## src/rtl/dual_ddr_spi_master.sv

```systemverilog
module dual_ddr_spi_master #(
  parameter int HALF_DIV = 4,
  parameter int FRAME    = 16,
  parameter int MAX_DLY  = 32,
  parameter int DLY_W    = 6
) (
  input  logic               clk,
  input  logic               rst_n,
  input  logic               start,
  input  logic [FRAME-1:0]   tx_word,
  input  logic [DLY_W-1:0]   delay_cfg,
  output logic               busy,
  output logic               sclk,
  output logic               cs_n,
  output logic               mosi,
  input  logic               miso_a,
  input  logic               miso_b,
  output logic [4*FRAME-1:0] rx_word,
  output logic               rx_valid
);

  localparam int EDGES = 2 * FRAME;
  localparam int RXW   = 4 * FRAME;
  localparam int CNT_W = (HALF_DIV > 1) ? $clog2(HALF_DIV) : 1;
  localparam int EV_W  = $clog2(EDGES + MAX_DLY + 2);
  localparam int CAP_W = $clog2(EDGES);
  localparam logic [DLY_W-1:0] DMAX     = DLY_W'(MAX_DLY);
  localparam logic [CNT_W-1:0] DIV_LAST = CNT_W'(HALF_DIV - 1);
  localparam logic [EV_W-1:0]  EV_FRAME = EV_W'(EDGES);
  localparam logic [CAP_W-1:0] CAP_LAST = CAP_W'(EDGES - 1);

  logic [CNT_W-1:0] div_cnt;
  logic [EV_W-1:0]  ev_cnt;
  logic [CAP_W-1:0] cap_cnt;
  logic [MAX_DLY:0] hist;
  logic [DLY_W-1:0] dly_q;
  logic [FRAME-1:0] tx_sh;
  logic [RXW-1:0]   rx_sh;
  logic [1:0]       sync_a, sync_b;

  wire [DLY_W-1:0] dly_eff = (delay_cfg > DMAX) ? DMAX : delay_cfg;
  wire tick  = !cs_n && (div_cnt == DIV_LAST);
  wire cap   = tick && hist[dly_q];
  wire last  = cap && (cap_cnt == CAP_LAST);

  assign busy    = !cs_n;
  assign mosi    = !cs_n && tx_sh[FRAME-1];
  assign rx_word = rx_sh;

  always_ff @(posedge clk or negedge rst_n) begin
    if (!rst_n) begin
      cs_n     <= 1'b1;
      sclk     <= 1'b0;
      rx_valid <= 1'b0;
      div_cnt  <= '0;
      ev_cnt   <= '0;
      cap_cnt  <= '0;
      hist     <= '0;
      dly_q    <= '0;
      tx_sh    <= '0;
      rx_sh    <= '0;
      sync_a   <= '0;
      sync_b   <= '0;
    end else begin
      rx_valid <= 1'b0;
      sync_a   <= {sync_a[0], miso_a};
      sync_b   <= {sync_b[0], miso_b};
      if (cs_n) begin
        if (start) begin
          cs_n    <= 1'b0;
          sclk    <= 1'b0;
          div_cnt <= '0;
          ev_cnt  <= '0;
          cap_cnt <= '0;
          hist    <= '0;
          tx_sh   <= tx_word;
          dly_q   <= dly_eff;
        end
      end else begin
        div_cnt <= tick ? '0 : div_cnt + 1'b1;
        if (tick) begin
          hist   <= {hist[MAX_DLY-1:0], ev_cnt < EV_FRAME};
          ev_cnt <= ev_cnt + 1'b1;
          if (ev_cnt[0])
            tx_sh <= {tx_sh[FRAME-2:0], 1'b0};
          if (cap) begin
            rx_sh   <= {rx_sh[RXW-3:0], sync_a[1], sync_b[1]};
            cap_cnt <= cap_cnt + 1'b1;
          end
          if (last) begin
            cs_n     <= 1'b1;
            sclk     <= 1'b0;
            rx_valid <= 1'b1;
          end else begin
            sclk <= ~sclk;
          end
        end
      end
    end
  end


  rx_valid_pulse_chk: assert property (@(posedge clk) disable iff (!rst_n)
    rx_valid |=> !rx_valid);


  valid_at_end_chk: assert property (@(posedge clk) disable iff (!rst_n)
    rx_valid |-> (cs_n && !sclk));


  mosi_hold_chk: assert property (@(posedge clk) disable iff (!rst_n)
    $rose(sclk) |-> $stable(mosi));


  sclk_idle_chk: assert property (@(posedge clk) disable iff (!rst_n)
    (cs_n && $past(cs_n)) |-> !sclk);


  dly_hold_chk: assert property (@(posedge clk) disable iff (!rst_n)
    (!cs_n && $past(!cs_n)) |-> $stable(dly_q));


  busy_start_chk: assert property (@(posedge clk) disable iff (!rst_n)
    (!cs_n && start && !last) |=> !cs_n);

endmodule

```

## config.mk

```make
export PLATFORM = sky130hd
export DESIGN_NAME = dual_ddr_spi_master
export DESIGN_NICKNAME = d
export VERILOG_FILES = /design/src/rtl/dual_ddr_spi_master.sv
export SDC_FILE = /design/constraint.sdc
export NUM_CORES = 1
export LEC_CHECK = 0
export BUFFER_PORTS_ARGS = -buffer_cell sky130_fd_sc_hd__buf_2
export CAP_MARGIN = 5
export CORE_ASPECT_RATIO = 0.6
export CORE_MARGIN = 1.5
export CORE_UTILIZATION = 32
export DETAILED_ROUTE_END_ITERATION = 16
export PLACE_DENSITY = 0.54
export SYNTH_ARGS = -nofsm -noshare
export SYNTH_HDL_FRONTEND = slang
export SYNTH_SLANG_ARGS = --single-unit
```

## constraint.sdc

```tcl
create_clock -name clk -period 5.22 [get_ports clk]
set_input_delay 0.522 -clock clk [delete_from_list [all_inputs] [get_ports clk]]
set_output_delay 0.522 -clock clk [all_outputs]
set_load 0.05 [all_outputs]
```

==> results of run 1 <==
==> cell families after synthesis <==
group	after synthesis	share of synthesized area (%)
DFF	140	59.26
muxes	96	21.51
AOI/OAI and AO/OA	78	9.752
buffers and inverters	29	2.665
adders and majority gates	4	0.8462
and+or+nand+nor	72	5.225
xor gates and xnor gates	5	0.7406
==> power by group through the flow <==
stage          Sequential [mW]  Clock (mW)  Combinational (mW)
2_1_floorplan             1.58           0               0.656
3_3_place_gp              1.48           0               0.948
3_5_place_dp              1.49           0               0.977
4_1_cts                   1.47        1.29               0.981
5_1_grt                   1.50        1.35                1.07
6_report                  1.47        1.25               0.969
==> metrics by stage <==
stage          util, %  std cells  hold WS, ns
2_1_floorplan        -        424       0.2264
3_3_place_gp     36.51        739       0.3311
3_5_place_dp     36.51        739       0.3379
4_1_cts          39.90        771       0.1844
5_1_grt          39.90        771       0.1920
6_report         39.90        771       0.1347
==> synthesized netlist by cell type, types with 3 or more instances <==
master    count
buf_6         6
nand2b_1      6
nand2_1      26
xnor2_1       3
mux4_1        3
o21ai_0      13
o211ai_1      3
mux2_4       38
mux2i_1      24
ha_1          4
a22o_1       33
nand3_1       4
a21oi_1      15
dfrtp_1     139
mux2_2       28
nor3_1        3
inv_1         6
nor2_1       27
buf_2         3
mux4_2        3
clkbuf_1     13
==> worst register-to-register path: cells and delay by family (launching register included) <==
kind | cells | cell delay (ns)
mux | 3 | 1.42
flops | 1 | 0.78
simple gates | 1 | 0.76
compound gates | 2 | 0.52
==> per-layer routing <==
layer  global-route usage, %  share of wire, %
met1                   19.36                50
met2                   18.58                43
met3                   3.797               5.8
met4                   4.464              0.67
met5                       0                 0
==> final cells by class <==
| cell class | instances | area, µm² |
|---|---|---|
| clock buffers | 18 | 429.2 |
| flip-flops and latches | 140 | 3505 |
| multi-input cells | 255 | 2265 |
| repair buffers | 98 | 504.2 |
| clock inverters | 14 | 182.7 |
| well taps | 240 | 300.3 |
| inverters | 6 | 22.52 |
| fillers | 1713 | 10860 |
==> registers in the layout (all words and copies together), names as in the netlist <==
| register | flops |
|---|---|
| rx_word | 64 |
| hist | 33 |
| tx_sh | 16 |
| ev_cnt | 7 |
| dly_q | 6 |
| cap_cnt | 5 |
| div_cnt | 2 |
| sync_a | 2 |
| sync_b | 2 |
| cs_n | 1 |
| rx_valid | 1 |
| sclk | 1 |
==> how the worst max path moves through the flow <==
stage	startpoint	to	slack (ns)	cells past startpoint
5_1_grt	dly_q[1]$_DFFE_PN0P_	rx_word[1]$_DFFE_PN0P_	1.47	6
6_report	dly_q[1]$_DFFE_PN0P_	rx_word[1]$_DFFE_PN0P_	1.62	6
2_1_floorplan	dly_q[0]$_DFFE_PN0P_	rx_word[10]$_DFFE_PN0P_	2.68	9
3_3_place_gp	dly_q[1]$_DFFE_PN0P_	rx_word[62]$_DFFE_PN0P_	1.72	6
3_5_place_dp	dly_q[1]$_DFFE_PN0P_	rx_word[58]$_DFFE_PN0P_	1.65	6
4_1_cts	dly_q[1]$_DFFE_PN0P_	rx_word[1]$_DFFE_PN0P_	1.61	6
==> results.md, run 1 <==
* HP Class: input pin to asynchronous set/reset pin
* Crit path DAT at 3.88 ns
* Total CTS buffers at 17
* Mapped Cells at 424
* Post-synth EDFFs at 0
* CP Cell Sequence: mux4_1 > mux2_2 > a221oi_2 > o31ai_2 > nand2_4 > mux2_2
* Post-layout minimum cycle time at 3.601 ns
* Synth async-reset ratio at 100.0%
* Pleak at 3.620 nW
* Post-synth net total at 455
* VDD IR max at 223.3 µV
* Worst Setup Start Kind: flop
* Power share of the clock group at 33.9%
* Detailed placement HPWL at 7792 µm
* NetSw at 1.255 mW
* Final WS setup at 1.619 ns
* Netlist cell types at 39
* Clock sink total at 140
* Crit Path Max Fanout at 66
* Leading cell type in the layout, fill and taps excluded: dfrtp_1
* Row count at 38
* Clk pin slew, worst setup/hold paths at 0.06 ns
* Setup violators final at 0
* H-tree depth at 4
* Flop2flop setup slack at 1.62 ns
* Fin nets at 549
* Cell mode on critical path: mux2_2
* Main synth FF type: dfrtp_1
* Port bufs at 95
* Flop pwr share at 39.9%
* Core area at 18,070 µm²
* Initial antenna violation count at 0
* Final setup TNS at 0 ns
* Die area at 19,330 µm²
* Crit end category: flop
* Design area at 7208 µm²
* Layout cells sized above 1 at 38.79%
* Initial Util at 32.74%
* Syn_area_per_cell at 13.95 µm²
* Worst slew margin at 28.13%
* DRT iter0 DRCs at 234
* CP required at 5.50 ns
* Fin. Hold Viols at 0
* FF-to-FF Start: dly_q[1]$_DFFE_PN0P_
* Yosys reg bits at 140
* Cell Pwr Density at 511.8 nW/µm²
* Sequential area share after synthesis at 59.26%
* Tot Pwr at 3.689 mW
* Gpl congestion at 0.7327
* Antenna fix cells at 0
* Cell Area, Synth at 5914 µm²
* Via count at 3,693
* Via density at 4.790
* Slew @ Worst Pin at 1.078 ns
* R2R depth at 6
* Placed instance area at 6596 µm²
* First-pass GRT wire length at 19,780 µm
* # DRC at 0
* CP Buf/Inv Count at 0
* Clock buffer depth at 2
* Ports at 96
* CP max stage cell: dfrtp_1
* Outcome: finished, final reports clean
* Largest net degree at the start of global routing at 86
* Hold_buf cts at 0
* Switching Share at 34.02%
* Synthesis-to-layout area growth at 21.87%
* Post-DRT Antenna Nets at 0
* Die X at 178.5 µm
* Wirelength per Cell at 15.42 µm
* Critical R2R Capture: rx_word[1]$_DFFE_PN0P_
* Clock skew at 0.01515 ns
* Slew Viols, Final at 0
* Post-CTS setup repair buffer count at 0
* Worst skew pair latency at 0.41 ns
* Root Driver: clkbuf_16
* Part of the cycle the worst path needs at 68.98%
* Crit path max-delay family: multiplexers
* Largest area contributor in the netlist: dfrtp_1
* Vias in the first global route at 3,666
* Post-CTS Resized at 0
* Internal power at 2.434 mW
* Combinational power share at 26.3%
* Max-Cap Viols at 0
* Slowest stage delay, CP at 0.78 ns
* Total grt overflow at 0
* CTS tree: built
* Post-synth top area share at 58.81%
* Most frequent cells in the layout: dfrtp_1 (139), buf_2 (94), mux2_4 (38)
* Synth area leaders: dfrtp_1 (59%), mux2_4 (9.6%), mux2_2 (5.3%)
* GRT Resource Usage Total at 13.23%
* Max Fclk at 277.7 MHz
* Drt total wl at 11,890 µm
* RSZ-0062 raised after global routing: no
* YS warnings at 0
* Pre-Repair DR Iteration Count at 4
* WS Path Type: flop to flop
* Die Y at 108.3 µm
* Place WS at 1.646 ns
(Power assumes the default switching activity.)
==> run 2, diff against run 1 <==
Clock period 5.22 ns to 3.6 ns, I/O delays scaled along.
==> run 2 against run 1 <==
Against the previous run:
- fmax grew 17%
- highest routed layer unchanged
- register-to-register slack lost 1.1 ns
- largest power group unchanged
- largest cell class unchanged
- routed wire length grew 0.87%
==> results.md, run 2 (synthesis results as in run 1) <==
* Outcome: finished, final reports clean
* RSZ-0062 raised after global routing: no
* Fin. Hold Viols at 0
* Gpl congestion at 0.7575
* Final setup TNS at 0 ns
* Setup violators final at 0
* Via density at 4.766
* Crit Path Max Fanout at 24
* CTS tree: built
* Crit end category: flop
* Detailed placement HPWL at 8174 µm
* Clk pin slew, worst setup/hold paths at 0.06 ns
* Part of the cycle the worst path needs at 85.38%
* Pleak at 3.636 nW
* CP max stage cell: mux4_1
* VDD IR max at 310.6 µV
* Post-CTS Resized at 0
* Initial antenna violation count at 0
* Max-Cap Viols at 0
* Layout cells sized above 1 at 39.78%
* CP Cell Sequence: mux4_1 > mux2_2 > a221oi_2 > o31ai_2 > nand2_4 > buf_4 > mux2_4
* Clock sink total at 140
* Crit path DAT at 3.37 ns
* Hold Slack at 0.02036 ns
* Largest net degree at the start of global routing at 91
* DRT iter0 DRCs at 261
* Post-DRT Antenna Nets at 0
* WS Path Type: flop to flop
* Post-layout minimum cycle time at 3.074 ns
* CP required at 3.90 ns
* Worst slew margin at 39.65%
* Flop2flop setup slack at 0.53 ns
* Max reg flops at 64
* Fin nets at 556
* HP Class: input pin to asynchronous set/reset pin
* Slowest stage delay, CP at 0.60 ns
* Post-CTS setup repair buffer count at 0
* Total CTS buffers at 17
* Antenna fix cells at 0
* Wirelength per Cell at 15.42 µm
* Final WS setup at 0.5264 ns
* Core area at 18,070 µm²
* Sequential Area at 3505 µm²
* Ports at 96
* Most frequent cells in the layout: dfrtp_1 (139), buf_2 (94), mux2_4 (38)
* Pre-Repair DR Iteration Count at 4
* Die X at 178.5 µm
* Port bufs at 95
* Die area at 19,330 µm²
* Vias in the first global route at 3,753
* Via count at 3,708
* Synthesis-to-layout area growth at 22.26%
* Clock buffer depth at 2
* Place WS at 0.5049 ns
* Filler instances at 1,707
* Worst Setup Start Kind: flop
* Cell Pwr Density at 718.2 nW/µm²
* Total grt overflow at 0
* Clock skew at 0.01100 ns
* Multi-input gate area at 2265 µm²
* Leading cell type in the layout, fill and taps excluded: dfrtp_1
* # DRC at 0
* Slew @ Worst Pin at 0.9030 ns
* Worst skew pair latency at 0.41 ns
* Max Fclk at 325.4 MHz
* GRT Resource Usage Total at 13.63%
* First-pass GRT wire length at 20,130 µm
* Root Driver: clkbuf_16
* Initial Util at 32.74%
* Row count at 38
* Slew Viols, Final at 0
* Drt total wl at 11,990 µm
* H-tree depth at 4
* Die Y at 108.3 µm
* Hold_buf cts at 0
[run 2: critical path: cells and delay by family, from the launching register on]
kind,cells,cell delay (ns)
flops,1,0.58
simple gates,1,0.33
mux,3,1.20
compound gates,2,0.54
buf+inv,1,0.29
[run 2: layer usage]
layer	global-route usage [%]	vias up	share of wire, %
met5	0	-	0
met4	6.071	0	0.95
met3	3.270	10	5.3
met2	18.13	96	41
met1	20.60	1865	53
li1	-	1737	-
[run 2: final timing paths]
path | start | to | cells past startpoint
min | rst_n | hist[6]$_DFFE_PN0P_ | 1
max in group asynchronous | rst_n | cs_n$_DFF_PN1_ | 2
min in group clk | miso_a | sync_a[0]$_DFF_PN0_ | 1
max | dly_q[1]$_DFFE_PN0P_ | rx_word[15]$_DFFE_PN0P_ | 7
min reg2reg | sync_b[0]$_DFF_PN0_ | sync_b[1]$_DFF_PN0_ | 0
max reg2reg | dly_q[1]$_DFFE_PN0P_ | rx_word[15]$_DFFE_PN0P_ | 7
[run 2: report_power, final]
part           switching [mW]  internal (mW)  leakage, nW
combinational           0.873          0.573         1.54
clock                   0.727          0.905        0.267
sequential              0.247           1.87         1.83
total                    1.85           3.35         3.64
[run 2: per-stage QoR]
stage / instance area [µm²] / util (%) / cells / power, mW
final: 7231 / 40.02 / 778 / 5.193
after global placement: 6674 / 36.94 / 746 / 3.556
after CTS: 7231 / 40.02 / 778 / 5.267
after global routing: 7231 / 40.02 / 778 / 5.536
after floorplan: 5914 / - / 424 / 3.242
after detailed placement: 6674 / 36.94 / 746 / 3.603
[run 2: area by class of cell]
cell class | instances | share of cell area (%)
Sequential cell | 140 | 48.47
Inverter | 6 | 0.3115
Tap cell | 240 | 4.153
Timing Repair Buffer | 105 | 8.046
Clock buffer | 17 | 5.883
Multi-Input combinational cell | 255 | 31.32
Clock inverter | 15 | 1.817
